### config.mk
export PLATFORM = sky130hd
export DESIGN_NAME = flash_done_poller
export DESIGN_NICKNAME = d
export VERILOG_FILES = /design/src/rtl/poll_pkg.sv /design/src/rtl/poll_req_latch.sv /design/src/rtl/poll_status_eval.sv /design/src/rtl/poll_budget.sv /design/src/rtl/flash_done_poller.sv
export SDC_FILE = /design/constraint.sdc
export NUM_CORES = 1
export LEC_CHECK = 0
export BUFFER_PORTS_ARGS = -buffer_cell sky130_fd_sc_hd__buf_2
export CAP_MARGIN = 20
export CORE_MARGIN = 5
export CORE_UTILIZATION = 49
export CTS_CLUSTER_DIAMETER = 100
export DETAILED_ROUTE_END_ITERATION = 7
export PLACE_DENSITY_LB_ADDON = 0.12
export SLEW_MARGIN = 20
export SYNTH_ARGS = -nofsm -noshare
export SYNTH_HDL_FRONTEND = slang
export SYNTH_SLANG_ARGS = --single-unit
### constraint.sdc
create_clock -name clk -period 2.1 [get_ports clk]
set_clock_uncertainty 0.15 [all_clocks]
set_input_delay 0.105 -clock clk [delete_from_list [all_inputs] [get_ports clk]]
set_output_delay 0.105 -clock clk [all_outputs]
set_load 0.05 [all_outputs]
### src/rtl/poll_pkg.sv
package poll_pkg;

   typedef enum logic [1:0] {
      ST_IDLE    = 2'd0,
      ST_POLL    = 2'd1,
      ST_CONFIRM = 2'd2,
      ST_FINAL   = 2'd3
   } poll_state_t;

   typedef enum logic [1:0] {
      FAIL_NONE   = 2'd0,
      FAIL_DEVICE = 2'd1,
      FAIL_LIMIT  = 2'd2
   } fail_code_t;

endpackage

### src/rtl/poll_req_latch.sv
module poll_req_latch #(
   parameter int ADDR_W = 22
) (
   input  logic              clk,
   input  logic              rst_n,
   input  logic              load_i,
   input  logic              erase_i,
   input  logic              exp_bit_i,
   input  logic [ADDR_W-1:0] addr_i,
   output logic              erase_q,
   output logic              exp_bit_q,
   output logic [ADDR_W-1:0] addr_q
);

   always_ff @(posedge clk) begin
      if (!rst_n) begin
         erase_q   <= 1'b0;
         exp_bit_q <= 1'b0;
         addr_q    <= '0;
      end else if (load_i) begin
         erase_q   <= erase_i;
         exp_bit_q <= exp_bit_i;
         addr_q    <= addr_i;
      end
   end

endmodule

### src/rtl/poll_status_eval.sv
module poll_status_eval #(
   parameter int DATA_W    = 8,
   parameter int DONE_BIT  = 7,
   parameter int LIMIT_BIT = 5
) (
   input  logic [DATA_W-1:0] data_i,
   input  logic              erase_i,
   input  logic              exp_bit_i,
   output logic              complete_o,
   output logic              limit_flag_o
);

   logic done_bit;
   logic unused_data;

   generate
      if (DONE_BIT >= DATA_W || LIMIT_BIT >= DATA_W) begin : g_bad_pos
         $error("status bit positions must lie inside DATA_W");
      end
      if (DONE_BIT == LIMIT_BIT) begin : g_same_pos
         $error("completion and limit bits must differ");
      end
   endgenerate

   assign done_bit     = data_i[DONE_BIT];
   assign complete_o   = erase_i ? done_bit : (done_bit == exp_bit_i);
   assign limit_flag_o = data_i[LIMIT_BIT];
   assign unused_data  = ^data_i;

endmodule

### src/rtl/poll_budget.sv
module poll_budget #(
   parameter int MAX_POLLS = 1024
) (
   input  logic clk,
   input  logic rst_n,
   input  logic clear_i,
   input  logic step_i,
   output logic last_o
);

   generate
      if (MAX_POLLS < 0) begin : g_bad_limit
         $error("MAX_POLLS must not be negative");
      end
      if (MAX_POLLS == 0) begin : g_unbounded
         logic unused_in;
         assign unused_in = clk ^ rst_n ^ clear_i ^ step_i;
         assign last_o    = 1'b0;
      end else begin : g_bounded
         localparam int CNT_W = (MAX_POLLS > 1) ? $clog2(MAX_POLLS) : 1;
         localparam logic [CNT_W-1:0] LAST = CNT_W'(MAX_POLLS - 1);
         logic [CNT_W-1:0] cnt_q;
         always_ff @(posedge clk) begin
            if (!rst_n || clear_i) cnt_q <= '0;
            else if (step_i && cnt_q != LAST) cnt_q <= cnt_q + 1'b1;
         end
         assign last_o = (cnt_q == LAST);
      end
   endgenerate

endmodule

### src/rtl/flash_done_poller.sv
module flash_done_poller
   import poll_pkg::*;
#(
   parameter int ADDR_W    = 22,
   parameter int DATA_W    = 8,
   parameter int DONE_BIT  = 7,
   parameter int LIMIT_BIT = 5,
   parameter int MAX_POLLS = 1024
) (
   input  logic              clk,
   input  logic              rst_n,
   input  logic              start_i,
   input  logic              op_erase_i,
   input  logic [DATA_W-1:0] exp_data_i,
   input  logic [ADDR_W-1:0] poll_addr_i,
   output logic              rd_req_o,
   output logic [ADDR_W-1:0] rd_addr_o,
   input  logic              rd_ack_i,
   input  logic [DATA_W-1:0] rd_data_i,
   output logic              busy_o,
   output logic              done_o,
   output logic [DATA_W-1:0] rdata_o,
   output logic              fail_o,
   output logic [1:0]        fail_code_o
);

   generate
      if (ADDR_W < 1) begin : g_bad_addr
         $error("ADDR_W must be at least 1");
      end
   endgenerate

   poll_state_t st_q, st_d;
   logic        load, clear_cnt, step_cnt;
   logic        done_set, fail_set;
   fail_code_t  code_d;
   logic        op_erase_q, exp_bit_q;
   logic        complete, limit_flag, budget_last;
   logic        unused_exp;

   assign unused_exp = ^exp_data_i;

   poll_req_latch #(.ADDR_W(ADDR_W)) u_latch (
      .clk      (clk),
      .rst_n    (rst_n),
      .load_i   (load),
      .erase_i  (op_erase_i),
      .exp_bit_i(exp_data_i[DONE_BIT]),
      .addr_i   (poll_addr_i),
      .erase_q  (op_erase_q),
      .exp_bit_q(exp_bit_q),
      .addr_q   (rd_addr_o)
   );

   poll_status_eval #(
      .DATA_W   (DATA_W),
      .DONE_BIT (DONE_BIT),
      .LIMIT_BIT(LIMIT_BIT)
   ) u_eval (
      .data_i      (rd_data_i),
      .erase_i     (op_erase_q),
      .exp_bit_i   (exp_bit_q),
      .complete_o  (complete),
      .limit_flag_o(limit_flag)
   );

   poll_budget #(.MAX_POLLS(MAX_POLLS)) u_budget (
      .clk    (clk),
      .rst_n  (rst_n),
      .clear_i(clear_cnt),
      .step_i (step_cnt),
      .last_o (budget_last)
   );

   always_comb begin
      st_d      = st_q;
      load      = 1'b0;
      clear_cnt = 1'b0;
      step_cnt  = 1'b0;
      done_set  = 1'b0;
      fail_set  = 1'b0;
      code_d    = FAIL_NONE;
      unique case (st_q)
         ST_IDLE: begin
            if (start_i) begin
               load      = 1'b1;
               clear_cnt = 1'b1;
               st_d      = ST_POLL;
            end
         end
         ST_POLL: begin
            if (rd_ack_i) begin
               if (complete) begin
                  st_d = ST_FINAL;
               end else if (limit_flag) begin
                  st_d = ST_CONFIRM;
               end else if (budget_last) begin
                  st_d     = ST_IDLE;
                  fail_set = 1'b1;
                  code_d   = FAIL_LIMIT;
               end else begin
                  step_cnt = 1'b1;
               end
            end
         end
         ST_CONFIRM: begin
            if (rd_ack_i) begin
               if (complete) begin
                  st_d = ST_FINAL;
               end else begin
                  st_d     = ST_IDLE;
                  fail_set = 1'b1;
                  code_d   = FAIL_DEVICE;
               end
            end
         end
         ST_FINAL: begin
            if (rd_ack_i) begin
               st_d     = ST_IDLE;
               done_set = 1'b1;
            end
         end
         default: st_d = ST_IDLE;
      endcase
   end

   always_ff @(posedge clk) begin
      if (!rst_n) begin
         st_q        <= ST_IDLE;
         done_o      <= 1'b0;
         fail_o      <= 1'b0;
         fail_code_o <= FAIL_NONE;
         rdata_o     <= '0;
      end else begin
         st_q   <= st_d;
         done_o <= done_set;
         fail_o <= fail_set;
         if (fail_set) fail_code_o <= code_d;
         if (done_set) rdata_o     <= rd_data_i;
      end
   end

   assign rd_req_o = (st_q != ST_IDLE);
   assign busy_o   = (st_q != ST_IDLE);

endmodule

# Word-level counts from Yosys, hierarchy flattened
# Cells that the tools add are included.
# word_totals
regBits	48
elab_cells	60
out_inout_bits	36
in_bits	43
# classes
n_addsub	1
mux	33
n_eq_ne	11
reduce_logical	6
# ops
op	count
2-bit two-way mux	12
1-bit two-way mux	18
10-bit by 1-bit adder with 10-bit output (second input constant)	1
10-bit == test (second input constant)	1
10-bit inequality test (second input constant)	1
2-bit inequality test (second input constant)	4
2-bit case mux with 4 select lines	1
5-bit AND reduction	1
2-bit == test (second input constant)	2
4-bit inequality test (second input constant)	1
2-bit case mux with 2 select lines	1
2-bit by 1-bit == test with 1-bit output (second input constant)	1
2-bit logical NOT	1
1-bit case mux with 2 select lines	1
2-bit nonzero test	1
1-bit == test	1
1-bit logical AND	1
1-bit logical NOT	1
1-bit logical OR	1

# Depth between registers and ports, before layout
# logic_depth
depth_word	7
mapped_depth	7

# Cells and area by module
# A second synthesis with hierarchy kept.
# hier_totals
cells_unflattened	217
hier_area_um2	2150.8
# modules_own_cells
mod	n_inst	area_per_inst_um2	cells_each	seq_area_each_um2
poll_req_latch	1	929.6	77	480.5
flash_done_poller	1	633.1	74	280.3
poll_budget	1	568.0	63	200.2
poll_status_eval	1	20.0	3	0.0

# Least setup slack after synthesis
# Ideal clock, no wire load.
# synth_path
path_kind	register to register
from	register st_q[1]
to	register u_budget.g_bounded.cnt_q[2]
setup_slack_ns	0.299
setup_time_ns	0.135
synth_period_minus_slack_ns	1.801
t_arrival_ns	1.516
stages_incl_launch_ff	8
required_ns	1.815
path_cell_list	dfxtp_1 -> inv_1 -> ha_1 -> and2b_1 -> nand4_2 -> buf_2 -> o311ai_0 -> o41ai_1
# synth_via
elab_chain_len	3
# synth_lines
element	line	source
start, declared	flash_done_poller.sv:33	poll_state_t st_q, st_d;
start signal, assigned	flash_done_poller.sv:135	st_q <= st_d;
2-bit by 1-bit == test with 1-bit output or 2-bit logical NOT (tied branches)	flash_done_poller.sv:83	unique case (st_q)
1-bit two-way mux	flash_done_poller.sv:83	
1-bit logical AND or 1-bit logical OR (tied branches)	poll_budget.sv:25, poll_budget.sv:24	
end signal, assigned	poll_budget.sv:25	else if (step_i && cnt_q != LAST) cnt_q <= cnt_q + 1'b1;
end, declared	poll_budget.sv:22	logic [CNT_W-1:0] cnt_q;
# Parallel ways exist; a longest one is shown, timed or not.
# A chain may end at the register's enable or synchronous reset.

# Worst setup path after layout
# layout_path
from	register st_q[1]
to	register u_budget.g_bounded.cnt_q[6]
# Same word-level chain as after synthesis.

==> results.md <==
- Final wirelength: 5630 um
- RD Place Congestion: 0.778
- Setup TNS: 0 ps
- Largest area contributor in the synthesized netlist: dfxtp_1
- Reg2reg setup slack: 160 ps
- Rows: 24
- Fmax: between 0.5 and 0.6 GHz
- Nets: 407
- Synth Flop Type: dfxtp_1
- Pin count of the biggest net entering global routing: 39
- Die Wd: approximately 76 um
- ANT cells: 0
- Synth Area in XOR/XNOR: 0
- P_sw: 1.02 mW
- Synth warnings: 0
- Maximum VDD drop: 0.512 mV
- First-pass GRT wire length: roughly 9600 um
- Clock latency on the worst-skew pair: 300 ps
- Hold Slack: a little under 80 ps
- CTS Buf Count: 5
- Most numerous cell in the Yosys netlist: nand2_1
- Die ar.: 5810 sq um
- Slowest CP cell: or4_1
- Sink Count: 48
- # H-tree levels: 2
- Worst EP required: 2180 ps
- Logic pwr share: 0.353
- Delay of the slowest critical-path stage: 540 ps
- Mux contribution to synthesized area: 0.0140
- FF+latch count, synth: 48
- R2R depth: 6
- Critical setup path kind: reg -> reg
- DRC: 0
- Compound-Gate Fraction of Synth Area: 0.223
- I/O pin count: a little under 80
- DR vias: 2098
- Clock-pin slew on the worst setup and hold paths: 80 ps
- Vias in the first global route: 2000
- Layout cells sized above 1: 0.265
- Slew margin rel.: 0.690
- Reg power frac: 0.373
- GR Overflow Total: 0
- Number of vias per cell: 5.12
- Outcome: complete, no violations
- Clk network pwr share: 0.274
- Adder-cell share of the synthesized area: 0.0350
- Post-synth EDFFs: 0
- DIE HEIGHT: 76.2 um
- Worst-Margin Slew: 465 ps
- Mapped Cells: 252
- Worst Setup SP: st_q[1]$_SDFFE_PN0P_
- Simple-gate share of the synthesized area: 0.242
- # port buffers: 71
- Worst hold path type: in -> reg
- Post-DP HPWL: 3510 um
- RR Startpoint: st_q[1]$_SDFFE_PN0P_
- Pint: between 1.5 and 2 mW
- Final period utilization: 0.922
- Post-synth design cell area: 2150 sq um
- Initial antenna violation count: 0
- Sw Ratio: 0.365
- DRT iter0 DRCs: 94
- Worst-path maximum fanout: 8
- Syn nets: 301
- Post-synthesis sequential area ratio: 0.448
- Maximum root-to-sink buffer count: 2
- CP cell instances: inv_1 > ha_1 > and2b_2 > nand4_4 > or4_1 > a21oi_1
- Data arrival, critical path: 2010 ps
- Fraction of registers with async set or reset after synthesis: 0
- Top-area cell type share of the netlist area: 0.448
- Largest family of logic cells by synthesized area: simple AND/OR/NAND/NOR gates
- Remaining antenna violation count: 0
- Final hold viol count: 0
- Unrepaired setup endpoints after global routing: no
- Power, Total: between 2 and 3 mW
- CTS tree: yes
- Crit end category: flop
- Area grow syn2layout: 41.9%
- Core footprint: 4290 sq um
- Clock tree root buffer cell: clkbuf_8
- Crit path capture: u_budget.g_bounded.cnt_q[6]$_SDFFE_PP0P_
- Worst R2R End: u_budget.g_bounded.cnt_q[6]$_SDFFE_PP0P_
- Initial core utilization: 0.500
- Cell Count, Final, Fillers Out: 410
- Final min period: just under 2000 ps
- Ranking of synthesized cells by area: dfxtp_1 45%, a21boi_0 12%, nand2_1 12%, ha_1 3.5%, nand3_1 2.6%
- Fin. max-slew vios: 0
- Synth cell types: 40
- Post-Synthesis Mean Instance Area: around 8.5 sq um
- Most frequent cells after synthesis: 67 x nand2_1, 48 x dfxtp_1, 35 x a21boi_0
- Post-placement cell count: 370
- Worst setup SP type: flop
- GR Util All Layers: 0.198
- # Post-CTS Setup Buffers: 0
- DR pass1 iterations: 4
- Setup-failing EPs final: 0
- PwrDens: 920 nW/um^2
- P_leak: 1.32 nW
- Routed len/inst: 13.7 um
- Max-Cap Viols: 0
[layout by cell type (no fill, tap or decap), types with 3 or more instances in the layout]
| cell | n |
|---|---|
| nand3_1 | 11 |
| o31ai_1 | 4 |
| dlygate4sd3_1 | 33 |
| nand4_1 | 4 |
| buf_2 | 71 |
| dfxtp_1 | 48 |
| nand2_1 | 67 |
| ha_1 | 6 |
| o21ai_0 | 5 |
| a21oi_1 | 7 |
| or4_1 | 3 |
| inv_1 | 6 |
| a21boi_0 | 35 |
| clkbuf_8 | 5 |
| mux2i_1 | 3 |
| buf_4 | 9 |
| nor2_1 | 5 |
[worst max-delay path, delay by kind of cell, from the launching register on]
kind	cells	cell delay, ps
AND/OR/NAND/NOR	3	910
flip-flops	1	340
adder cells (fa/ha/maj)	1	190
AO/OA/AOI/OAI	1	150
buffers and inverters	1	120
[worst min path at each step]
stage	endpoint	startpoint	slack, ps	cells past startpoint
after floorplan	u_latch.addr_q[0]$_SDFFE_PN0P_	poll_addr_i[0]	100	2
after global placement	u_latch.addr_q[1]$_SDFFE_PN0P_	poll_addr_i[1]	200	3
after detailed placement	u_latch.addr_q[9]$_SDFFE_PN0P_	poll_addr_i[9]	210	3
after CTS	done_o$_SDFF_PN0_	rd_ack_i	50	2
after global routing	done_o$_SDFF_PN0_	rd_ack_i	80	2
final	rdata_o[4]$_SDFFE_PN0P_	rd_ack_i	80	3
[layer usage]
| layer | global-route usage | share of wire | vias up |
|---|---|---|---|
| met2 | 0.315 | 0.48 | 62 |
| met1 | 0.252 | 0.45 | 942 |
| met4 | 0.0699 | 0.012 | 0 |
| met3 | 0.0591 | 0.067 | 6 |
| met5 | 0 | 0 | - |
| li1 | - | - | 1088 |
[through the flow]
step           utilization  area [sq um]  setup WS [ps]
6_report             0.709          3050            164
5_1_grt              0.709          3050           24.7
4_1_cts              0.707          3040           86.3
3_5_place_dp         0.600          2580            138
3_3_place_gp         0.600          2580            183
2_1_floorplan            -          2150            299
[logic make-up after synthesis]
family                   count (synthesis)
adder cells (fa/ha/maj)                  6
AO/OA/AOI/OAI                           65
flip-flops                              48
buffers and inverters                   20
multiplexers                             3
AND/OR/NAND/NOR                        110
[sequential cells by signal, summed over array words and instances (netlist names)]
signal	flops
u_budget.g_bounded.cnt_q	10
fail_o	1
u_latch.addr_q	22
u_latch.exp_bit_q	1
fail_code_o	2
st_q	2
rdata_o	8
done_o	1
u_latch.erase_q	1
[repair_timing]
item,in CTS,in global routing
setup endpoints to repair,1,9
endpoints found under the hold margin,35,0
gates resized for setup,1,3
hold buffers,33,0
pin swaps,0,0
[cell type report]
cell class              count  area, sq um
clock inverters             2         60.1
well taps                  52         65.1
inverters                   6         22.5
repair buffers            113          753
fillers                   341         1250
multi-input cells         184         1120
flip-flops and latches     48          961
clock buffers               5         68.8
[power groups by stage]
stage          registers [mW]  logic, mW  clock network [mW]
3_3_place_gp             1.06      0.916                   0
6_report                 1.04      0.990               0.767
5_1_grt                  1.06       1.07               0.830
2_1_floorplan            1.28      0.471                   0
4_1_cts                  1.04      0.976               0.785
3_5_place_dp             1.06      0.924                   0
Power figures use the tool's default switching activity.
